<file path="config.mk">
export PLATFORM = sky130hd
export DESIGN_NAME = fs_pwr_ctrl
export DESIGN_NICKNAME = d
export VERILOG_FILES = /design/src/rtl/fs_pwr_pkg.sv /design/src/rtl/fs_pwr_sync.sv /design/src/rtl/fs_pwr_activity.sv /design/src/rtl/fs_pwr_fsm.sv /design/src/rtl/fs_pwr_ctrl.sv
export SDC_FILE = /design/constraint.sdc
export NUM_CORES = 1
export LEC_CHECK = 0
export BUFFER_PORTS_ARGS = -buffer_cell sky130_fd_sc_hd__buf_2
export CAP_MARGIN = 20
export CORE_MARGIN = 2
export CORE_UTILIZATION = 67
export CTS_BUF_LIST = sky130_fd_sc_hd__clkbuf_4 sky130_fd_sc_hd__clkbuf_8
export CTS_CLUSTER_DIAMETER = 40
export DETAILED_ROUTE_END_ITERATION = 7
export PLACE_DENSITY_LB_ADDON = 0.2
export SLEW_MARGIN = 20
export SYNTH_ARGS = -nofsm -noshare
export SYNTH_HDL_FRONTEND = slang
export SYNTH_SLANG_ARGS = --single-unit
</file>
<file path="constraint.sdc">
create_clock -name mclk -period 2 [get_ports mclk]
set_clock_uncertainty 0.05 [all_clocks]
set_input_delay 0.2 -clock mclk [delete_from_list [all_inputs] [get_ports mclk]]
set_output_delay 0.2 -clock mclk [all_outputs]
set_load 0.05 [all_outputs]
</file>
<file path="src/rtl/fs_pwr_pkg.sv">
package fs_pwr_pkg;

  typedef enum logic [1:0] {
    PS_OFF     = 2'd0,
    PS_WAIT_FS = 2'd1,
    PS_SETTLE  = 2'd2,
    PS_ACTIVE  = 2'd3
  } pwr_state_e;

endpackage

</file>
<file path="src/rtl/fs_pwr_sync.sv">
module fs_pwr_sync #(
  parameter int                 WIDTH   = 1,
  parameter int                 STAGES  = 2,
  parameter logic [WIDTH-1:0]   RST_VAL = '0
) (
  input  logic             clk,
  input  logic             rst_n,
  input  logic [WIDTH-1:0] d,
  output logic [WIDTH-1:0] q
);

  generate
    if (STAGES <= 1) begin : g_single
      logic [WIDTH-1:0] stage_q;
      always_ff @(posedge clk or negedge rst_n) begin
        if (!rst_n) stage_q <= RST_VAL;
        else        stage_q <= d;
      end
      assign q = stage_q;
    end else begin : g_chain
      logic [STAGES-1:0][WIDTH-1:0] chain_q;
      logic [STAGES-1:0][WIDTH-1:0] chain_d;
      always_comb begin
        chain_d = {chain_q[STAGES-2:0], d};
      end
      always_ff @(posedge clk or negedge rst_n) begin
        if (!rst_n) chain_q <= {STAGES{RST_VAL}};
        else        chain_q <= chain_d;
      end
      assign q = chain_q[STAGES-1];
    end
  endgenerate

endmodule

</file>
<file path="src/rtl/fs_pwr_activity.sv">
module fs_pwr_activity #(
  parameter int SILENCE_CYC = 1024,
  parameter int BCLK_WIN    = 64
) (
  input  logic clk,
  input  logic rst_n,
  input  logic fs_tx_s,
  input  logic fs_rx_s,
  input  logic bclk_s,
  output logic tx_rise,
  output logic bclk_alive,
  output logic silent
);

  localparam int SIL_W = $clog2(SILENCE_CYC + 1);
  localparam int GAP_W = $clog2(BCLK_WIN + 1);
  localparam logic [SIL_W-1:0] SIL_MAX = SIL_W'(SILENCE_CYC);
  localparam logic [GAP_W-1:0] GAP_MAX = GAP_W'(BCLK_WIN);

  logic             tx_prev_q;
  logic             bclk_prev_q;
  logic             bclk_edge;
  logic [GAP_W-1:0] gap_q, gap_d;
  logic             gap_en;
  logic [SIL_W-1:0] sil_q, sil_d;
  logic             sil_en;
  logic             any_fs;

  // edge history registers
  always_ff @(posedge clk or negedge rst_n) begin
    if (!rst_n) begin
      tx_prev_q   <= 1'b0;
      bclk_prev_q <= 1'b0;
    end else begin
      tx_prev_q   <= fs_tx_s;
      bclk_prev_q <= bclk_s;
    end
  end

  assign tx_rise   = fs_tx_s & ~tx_prev_q;
  assign bclk_edge = bclk_s ^ bclk_prev_q;
  assign any_fs    = fs_tx_s | fs_rx_s;

  // bit-clock gap counter: saturates at BCLK_WIN (clock idle)
  always_comb begin
    gap_en = 1'b0;
    gap_d  = gap_q;
    if (bclk_edge) begin
      gap_en = 1'b1;
      gap_d  = '0;
    end else if (gap_q != GAP_MAX) begin
      gap_en = 1'b1;
      gap_d  = gap_q + GAP_W'(1);
    end
  end

  always_ff @(posedge clk or negedge rst_n) begin
    if (!rst_n)      gap_q <= GAP_MAX;
    else if (gap_en) gap_q <= gap_d;
  end

  assign bclk_alive = (gap_q != GAP_MAX);

  // frame-sync silence counter: advances only while the bit clock runs
  always_comb begin
    sil_en = 1'b0;
    sil_d  = sil_q;
    if (any_fs) begin
      sil_en = (sil_q != '0);
      sil_d  = '0;
    end else if (bclk_alive && (sil_q != SIL_MAX)) begin
      sil_en = 1'b1;
      sil_d  = sil_q + SIL_W'(1);
    end
  end

  always_ff @(posedge clk or negedge rst_n) begin
    if (!rst_n)      sil_q <= '0;
    else if (sil_en) sil_q <= sil_d;
  end

  assign silent = (sil_q == SIL_MAX);

endmodule

</file>
<file path="src/rtl/fs_pwr_fsm.sv">
module fs_pwr_fsm
  import fs_pwr_pkg::*;
#(
  parameter int SETTLE_FS = 2
) (
  input  logic clk,
  input  logic rst_n,
  input  logic pdn_s,
  input  logic tx_rise,
  input  logic silent,
  output logic pwr_good,
  output logic dout_en
);

  localparam int CNT_W = (SETTLE_FS < 2) ? 1 : $clog2(SETTLE_FS);
  localparam logic [CNT_W-1:0] CNT_LAST = CNT_W'(SETTLE_FS - 1);

  pwr_state_e       state_q, state_d;
  logic [CNT_W-1:0] cnt_q, cnt_d;
  logic             cnt_en;
  logic             pg_d, de_d;

  // next state
  always_comb begin
    state_d = state_q;
    unique case (state_q)
      PS_OFF: begin
        if (pdn_s) state_d = PS_WAIT_FS;
      end
      PS_WAIT_FS: begin
        if (!pdn_s)      state_d = PS_OFF;
        else if (tx_rise) state_d = PS_SETTLE;
      end
      PS_SETTLE: begin
        if (!pdn_s)                              state_d = PS_OFF;
        else if (silent)                         state_d = PS_WAIT_FS;
        else if (tx_rise && (cnt_q == CNT_LAST)) state_d = PS_ACTIVE;
      end
      PS_ACTIVE: begin
        if (!pdn_s)      state_d = PS_OFF;
        else if (silent) state_d = PS_WAIT_FS;
      end
      default: state_d = PS_OFF;
    endcase
  end

  // settle counter: counts transmit syncs while settling
  always_comb begin
    cnt_en = 1'b0;
    cnt_d  = cnt_q;
    if (state_q != PS_SETTLE) begin
      cnt_en = (cnt_q != '0);
      cnt_d  = '0;
    end else if (tx_rise) begin
      cnt_en = 1'b1;
      cnt_d  = cnt_q + CNT_W'(1);
    end
  end

  assign pg_d = (state_d == PS_SETTLE) || (state_d == PS_ACTIVE);
  assign de_d = (state_d == PS_ACTIVE);

  always_ff @(posedge clk or negedge rst_n) begin
    if (!rst_n) begin
      state_q  <= PS_OFF;
      pwr_good <= 1'b0;
      dout_en  <= 1'b0;
    end else begin
      state_q  <= state_d;
      pwr_good <= pg_d;
      dout_en  <= de_d;
    end
  end

  always_ff @(posedge clk or negedge rst_n) begin
    if (!rst_n)      cnt_q <= '0;
    else if (cnt_en) cnt_q <= cnt_d;
  end

endmodule

</file>
<file path="src/rtl/fs_pwr_ctrl.sv">
module fs_pwr_ctrl #(
  parameter int SYNC_STAGES = 2,
  parameter int SILENCE_CYC = 1024,
  parameter int BCLK_WIN    = 64,
  parameter int SETTLE_FS   = 2
) (
  input  logic mclk,
  input  logic rst_n,
  input  logic pdn_n,
  input  logic fs_tx,
  input  logic fs_rx,
  input  logic bclk_tx,
  output logic pwr_good,
  output logic dout_en
);

  localparam int NUM_IN = 4;

  logic              rst_sync_n;
  logic [NUM_IN-1:0] raw_in, sync_in;
  logic              pdn_s, fs_tx_s, fs_rx_s, bclk_s;
  logic              tx_rise, bclk_alive, silent;

  // asynchronous assert, synchronous release
  fs_pwr_sync #(.WIDTH(1), .STAGES(2), .RST_VAL(1'b0)) u_rst_sync (
    .clk   (mclk),
    .rst_n (rst_n),
    .d     (1'b1),
    .q     (rst_sync_n)
  );

  assign raw_in = {pdn_n, fs_tx, fs_rx, bclk_tx};

  fs_pwr_sync #(.WIDTH(NUM_IN), .STAGES(SYNC_STAGES), .RST_VAL('0)) u_in_sync (
    .clk   (mclk),
    .rst_n (rst_sync_n),
    .d     (raw_in),
    .q     (sync_in)
  );

  assign {pdn_s, fs_tx_s, fs_rx_s, bclk_s} = sync_in;

  fs_pwr_activity #(.SILENCE_CYC(SILENCE_CYC), .BCLK_WIN(BCLK_WIN)) u_activity (
    .clk        (mclk),
    .rst_n      (rst_sync_n),
    .fs_tx_s    (fs_tx_s),
    .fs_rx_s    (fs_rx_s),
    .bclk_s     (bclk_s),
    .tx_rise    (tx_rise),
    .bclk_alive (bclk_alive),
    .silent     (silent)
  );

  fs_pwr_fsm #(.SETTLE_FS(SETTLE_FS)) u_fsm (
    .clk      (mclk),
    .rst_n    (rst_sync_n),
    .pdn_s    (pdn_s),
    .tx_rise  (tx_rise),
    .silent   (silent),
    .pwr_good (pwr_good),
    .dout_en  (dout_en)
  );

endmodule

</file>
==> flow_metrics.env, run 1 <==
export IMPL_cts_hold_fix_buffers=5
export IMPL_rsz0062_at_grt="false"
export IMPL_outcome="completed"
export IMPL_relSlewSlack_pct=64.5
export IMPL_syn_area_per_cell_um2=11.8
export IMPL_clkSlewWorstSetupHoldPaths_ns=0.12
export IMPL_cts_root_buf="clkbuf_4"
export IMPL_die_y_um=51.9
export IMPL_cp_arrival_ns=2.10
export IMPL_final_setup_tns_ns=0
export IMPL_powerDensity_nw_per_um2=841
export IMPL_die_w_um=51.9
export IMPL_firstDrtPassIters=5
export IMPL_cts_sinks=35
export IMPL_leakage_nw=0.797
export IMPL_grt_pass1_vias=1060
export IMPL_clk_path_buf_depth=2
export IMPL_drt_iter0_markers=21
export IMPL_finalHoldViolCount=0
export IMPL_num_io_pins=8
export IMPL_startpoint_type="flip-flop"
export IMPL_ys_warn_count=0
export IMPL_start_util_pct=70.2
export IMPL_numCtsBuffers=5
export IMPL_ys_async_sr_fraction_pct=100
export IMPL_insertion_delay_ns=0.36
export IMPL_final_cell_mix="dfrtp_1, nor2_1, nand2_1"
export IMPL_synthCells=130
export IMPL_regArea_um2=877
export IMPL_core_area_um2=2190
export IMPL_peakVddDrop_mv=0.837
export IMPL_vias_per_cell=5.67
export IMPL_hold_class="in -> async"
export IMPL_synth_flop_cell="dfrtp_1"
export IMPL_cap_viol_max_count=0
export IMPL_synth_nets=140
export IMPL_drive_above_1_share_pct=18.3
export IMPL_num_antenna_cells=0
export IMPL_area_growth_pct=13.2
export IMPL_seq_area_frac_synth_pct=57.0
export IMPL_final_nets=162
export IMPL_ys_ff_latch=35
export IMPL_htreeDepth=2
export IMPL_min_period_ns=1.90
export IMPL_gp_congestion=0.864
export IMPL_finalSetupViolCount=0
export IMPL_cts_resized=0
export IMPL_final_max_slew_viol_count=0
export IMPL_cp_max_fo=10
export IMPL_multi_input_area_um2=627
export IMPL_critPathCaptureType="flip-flop"
export IMPL_synth_top_area_cell="dfrtp_1"
export IMPL_tightest_slew_ns=0.530
export IMPL_synth_area_leaders="dfrtp_1, mux2i_1, ha_1, nor2_1, xnor2_1"
export IMPL_io_buffers=7
export IMPL_wl_per_cell_um=15.7
export IMPL_core_rowCount=17
export IMPL_holdWs_ns=0.0966
export IMPL_antenna_found_initial=0
export IMPL_dp_hpwl_um=2000
export IMPL_overflow=0
export IMPL_crit_type="reg -> reg"
export IMPL_cp_data_required_time_ns=2.20
export IMPL_finalCritPeriodShare_pct=95.0
export IMPL_grt_max_degree=34
export IMPL_grt_total_usage_pct=26.1
export IMPL_post_cts_buffers=0
export IMPL_cts_tree="yes"
export IMPL_die_area_um2=2690
export IMPL_fillCellCount=133
export IMPL_netlist_area_um2=1540
export IMPL_route_detailed_drc=0
export IMPL_layout_commonest_cell="dfrtp_1"
export IMPL_synth_edf_count=0
export IMPL_ys_types=40
export IMPL_antenna_left=0
export IMPL_fmax_ghz=0.526
export IMPL_yosysTopAreaCellShare_pct=55.3
export IMPL_grt_first_pass_wirelength_um=4820
export IMPL_vias=1027
export IMPL_routed_wl_um=2840
==> critical path: stages, from the launching register on <==
cell	delay, ns
dfrtp_1	0.42
inv_1	0.10
ha_1	0.15
nand4bb_1	0.14
o31a_1	0.39
and2_4	0.22
a221o_1	0.31
==> through the flow <==
step	total power [mW]	instance area, um^2	std cells	setup WS, ns	utilization [%]
global placement	1.02	1620	168	0.234	74.1
global route	1.53	1740	181	0.00171	79.4
finish	1.46	1740	181	0.0997	79.4
detailed placement	1.04	1620	168	0.145	74.1
floorplan	0.959	1540	130	0.275	-
CTS	1.47	1740	181	0.115	79.4
==> cell families after synthesis <==
family / after synthesis / synth area share (%)
XOR/XNOR: 7 / 3.99
adder cells (fa/ha/maj): 4 / 3.25
AND/OR/NAND/NOR: 54 / 21.6
flip-flops: 35 / 57.0
other: 1 / 0.244
multiplexers: 7 / 4.64
AO/OA/AOI/OAI: 16 / 7.08
buffers and inverters: 6 / 2.20
==> state kept, by name, indices dropped and copies added (netlist names), 2 cells and up <==
signal	cells
u_activity.sil_q	11
u_in_sync.q	4
u_fsm.state_q	2
u_in_sync.g_chain.chain_d	4
u_activity.gap_q	7
==> where the power goes <==
| group | internal, mW | total, mW | switching [mW] |
|---|---|---|---|
| sequential | 0.754 | 0.797 | 0.0437 |
| combinational | 0.107 | 0.237 | 0.130 |
| clock | 0.173 | 0.428 | 0.256 |
==> final timing paths <==
check	depth (start not counted)	from	to	slack (ns)
worst max-delay path	6	u_activity.gap_q[0]	u_activity.sil_q[7]	0.1
worst min-delay path	2	rst_n	u_rst_sync.g_chain.chain_d[1]	0.1
worst max register to register	6	u_activity.gap_q[0]	u_activity.sil_q[7]	0.1
worst min register to register	1	u_rst_sync.q	u_activity.sil_q[3]	0.21
max in group asynchronous	1	u_rst_sync.q	u_activity.gap_q[6]	1.37
min in group mclk	0	u_in_sync.g_chain.chain_d[5]	u_in_sync.q[1]	0.31
==> synth_stat cells (all sizes together) (2+ instances only) <==
library cell / instances
nand3: 6
inv: 5
mux2i: 6
nor2b: 2
nand2: 9
o21ai: 2
a21boi: 2
a21oi: 5
nand2b: 2
and2: 2
dfrtp: 34
a31oi: 2
nor2: 12
nor3b: 3
xor2: 3
nor3: 3
nand4: 5
and3: 2
ha: 4
xnor2: 4
==> routing by layer <==
metal | part of all wire, % | track usage [%] | vias to the layer above
li1 | - | - | 501
met1 | 40 | 31.3 | 499
met2 | 54 | 42.6 | 23
met3 | 4.5 | 9.48 | 4
met4 | 1.4 | 10.1 | 0
met5 | 0 | 0 | -
==> area by class of cell <==
cell class                      count  share of cell area (%)
Clock buffer                        6                    2.95
Multi-Input combinational cell     89                    36.0
Inverter                            5                    1.08
Tap cell                           28                    2.01
Sequential cell                    35                    50.4
Clock inverter                      2                   0.935
Timing Repair Buffer               16                    6.61
Power figures use the tool's default switching activity.
==> run 2: changes to the inputs <==
--- a/config.mk
+++ b/config.mk
@@ -8,7 +8,7 @@
 export BUFFER_PORTS_ARGS = -buffer_cell sky130_fd_sc_hd__buf_2
 export CAP_MARGIN = 20
 export CORE_MARGIN = 2
-export CORE_UTILIZATION = 67
+export CORE_UTILIZATION = 45
 export CTS_BUF_LIST = sky130_fd_sc_hd__clkbuf_4 sky130_fd_sc_hd__clkbuf_8
 export CTS_CLUSTER_DIAMETER = 40
 export DETAILED_ROUTE_END_ITERATION = 7
==> run 2 against run 1 <==
Against the previous run:
- power grew 5.7%
- die area rose by 45%
- maximum frequency up 6.5%
==> flow_metrics.env, run 2 (same netlist as run 1, synthesis figures left out) <==
export IMPL_outcome="completed"
export IMPL_fmax_ghz=0.561
export IMPL_cap_viol_max_count=0
export IMPL_regArea_um2=877
export IMPL_num_antenna_cells=0
export IMPL_firstDrtPassIters=4
export IMPL_leakage_nw=0.814
export IMPL_vias=1005
export IMPL_critPathCaptureType="flip-flop"
export IMPL_cp_max_fo=4
export IMPL_grt_pass1_vias=1027
export IMPL_finalSetupViolCount=0
export IMPL_tightest_slew_ns=0.529
export IMPL_numCtsBuffers=5
export IMPL_antenna_found_initial=0
export IMPL_gp_congestion=0.834
export IMPL_powerDensity_nw_per_um2=865
export IMPL_relSlewSlack_pct=64.6
export IMPL_reg2reg_depth=7
export IMPL_cts_resized=0
export IMPL_die_area_um2=3900
export IMPL_pre_cts_ws_ns=0.236
export IMPL_area_growth_pct=16.3
export IMPL_num_io_pins=8
export IMPL_die_w_um=62.5
export IMPL_cts_hold_fix_buffers=5
export IMPL_routed_wl_um=2520
export IMPL_clkSlewWorstSetupHoldPaths_ns=0.12
export IMPL_drive_above_1_share_pct=18.8
export IMPL_startpoint_type="flip-flop"
export IMPL_clk_path_buf_depth=2
export IMPL_rsz0062_at_grt="false"
export IMPL_p_total_mw=1.55
export IMPL_htreeDepth=2
export IMPL_final_nets=163
export IMPL_grt_max_degree=34
export IMPL_wl_per_cell_um=12.6
export IMPL_dp_hpwl_um=1760
export IMPL_cts_sinks=35
export IMPL_grt_total_usage_pct=15.1
export IMPL_hold_class="in -> async"
export IMPL_cp_arrival_ns=1.95
export IMPL_core_rowCount=21
export IMPL_io_buffers=7
export IMPL_crit_type="reg -> reg"
export IMPL_layout_commonest_cell="dfrtp_1"
export IMPL_multi_input_area_um2=627
export IMPL_final_setup_tns_ns=0
export IMPL_overflow=0
export IMPL_vias_per_cell=5.03
export IMPL_fillCellCount=292
export IMPL_drt_iter0_markers=24
export IMPL_fin_ws_ns=0.216
export IMPL_final_max_slew_viol_count=0
export IMPL_finalCritPeriodShare_pct=89.2
export IMPL_final_cell_mix="dfrtp_1, nor2_1, nand2_1"
export IMPL_finalHoldViolCount=0
export IMPL_largest_reg_flops=11
export IMPL_reg_top3="u_activity.sil_q (11), u_activity.gap_q (7)"
export IMPL_die_y_um=62.5
export IMPL_insertion_delay_ns=0.33
export IMPL_post_cts_buffers=0
export IMPL_cts_root_buf="clkbuf_4"
export IMPL_regMostFlops="u_activity.sil_q"
export IMPL_cts_tree="yes"
export IMPL_cp_data_required_time_ns=2.16
export IMPL_grt_first_pass_wirelength_um=4650
export IMPL_peakVddDrop_mv=0.545
export IMPL_start_util_pct=46.4
export IMPL_antenna_left=0
export IMPL_route_detailed_drc=0
export IMPL_min_period_ns=1.78
export IMPL_core_area_um2=3310
export IMPL_holdWs_ns=0.117
-- run 2: cell count changes in the layout (fill, tap and decap cells not counted) --
cell	before	now
clkinvlp_4	1	0
inv_6	0	1
bufinv_16	0	1
buf_4	4	5
clkbuf_8	1	0
-- run 2: cell type report --
cell class | count | area share [%]
inverters | 5 | 1.05
clock buffers | 5 | 2.10
clock inverters | 3 | 2.66
multi-input cells | 89 | 35.1
flip-flops and latches | 35 | 49.1
well taps | 46 | 3.22
repair buffers | 17 | 6.86
-- run 2: per-layer routing --
metal | global-route usage, % | vias up | share of wire (%)
met5 | 0 | - | 0
li1 | - | 501 | -
met4 | 5.00 | 0 | 1.6
met3 | 4.32 | 5 | 2.4
met1 | 20.0 | 489 | 48
met2 | 24.1 | 10 | 48
-- run 2: critical path: stages, from the launching register on --
cell,delay (ns)
dfrtp_1,0.41
inv_1,0.10
ha_1,0.15
nand4bb_1,0.13
nor3_1,0.38
buf_4,0.21
mux2i_1,0.18
nor2_1,0.05
-- run 2: where the power goes --
part / internal [mW] / switching (mW) / leakage, nW
logic: 0.106 / 0.124 / 0.318
registers: 0.754 / 0.0430 / 0.450
clock network: 0.269 / 0.251 / 0.0458
total: 1.13 / 0.418 / 0.814
-- run 2: path summary, 6_finish.rpt --
kind | endpoint | slack [ns] | from
max reg2reg | u_activity.gap_q[1] | 0.22 | u_activity.gap_q[0]
min | u_rst_sync.q | 0.12 | rst_n
min reg2reg | u_in_sync.g_chain.chain_d[6] | 0.22 | u_rst_sync.q
max | u_activity.gap_q[1] | 0.22 | u_activity.gap_q[0]
min in group mclk | u_in_sync.q[2] | 0.31 | u_in_sync.g_chain.chain_d[6]
max in group asynchronous | u_activity.gap_q[6] | 1.36 | u_rst_sync.q
-- run 2: through the flow --
stage,std cells,util (%),instance area (um^2)
finish,200,54.0,1790
global route,200,54.0,1790
CTS,200,54.0,1790
detailed placement,187,49.9,1650
global placement,187,49.9,1650
floorplan,130,-,1540
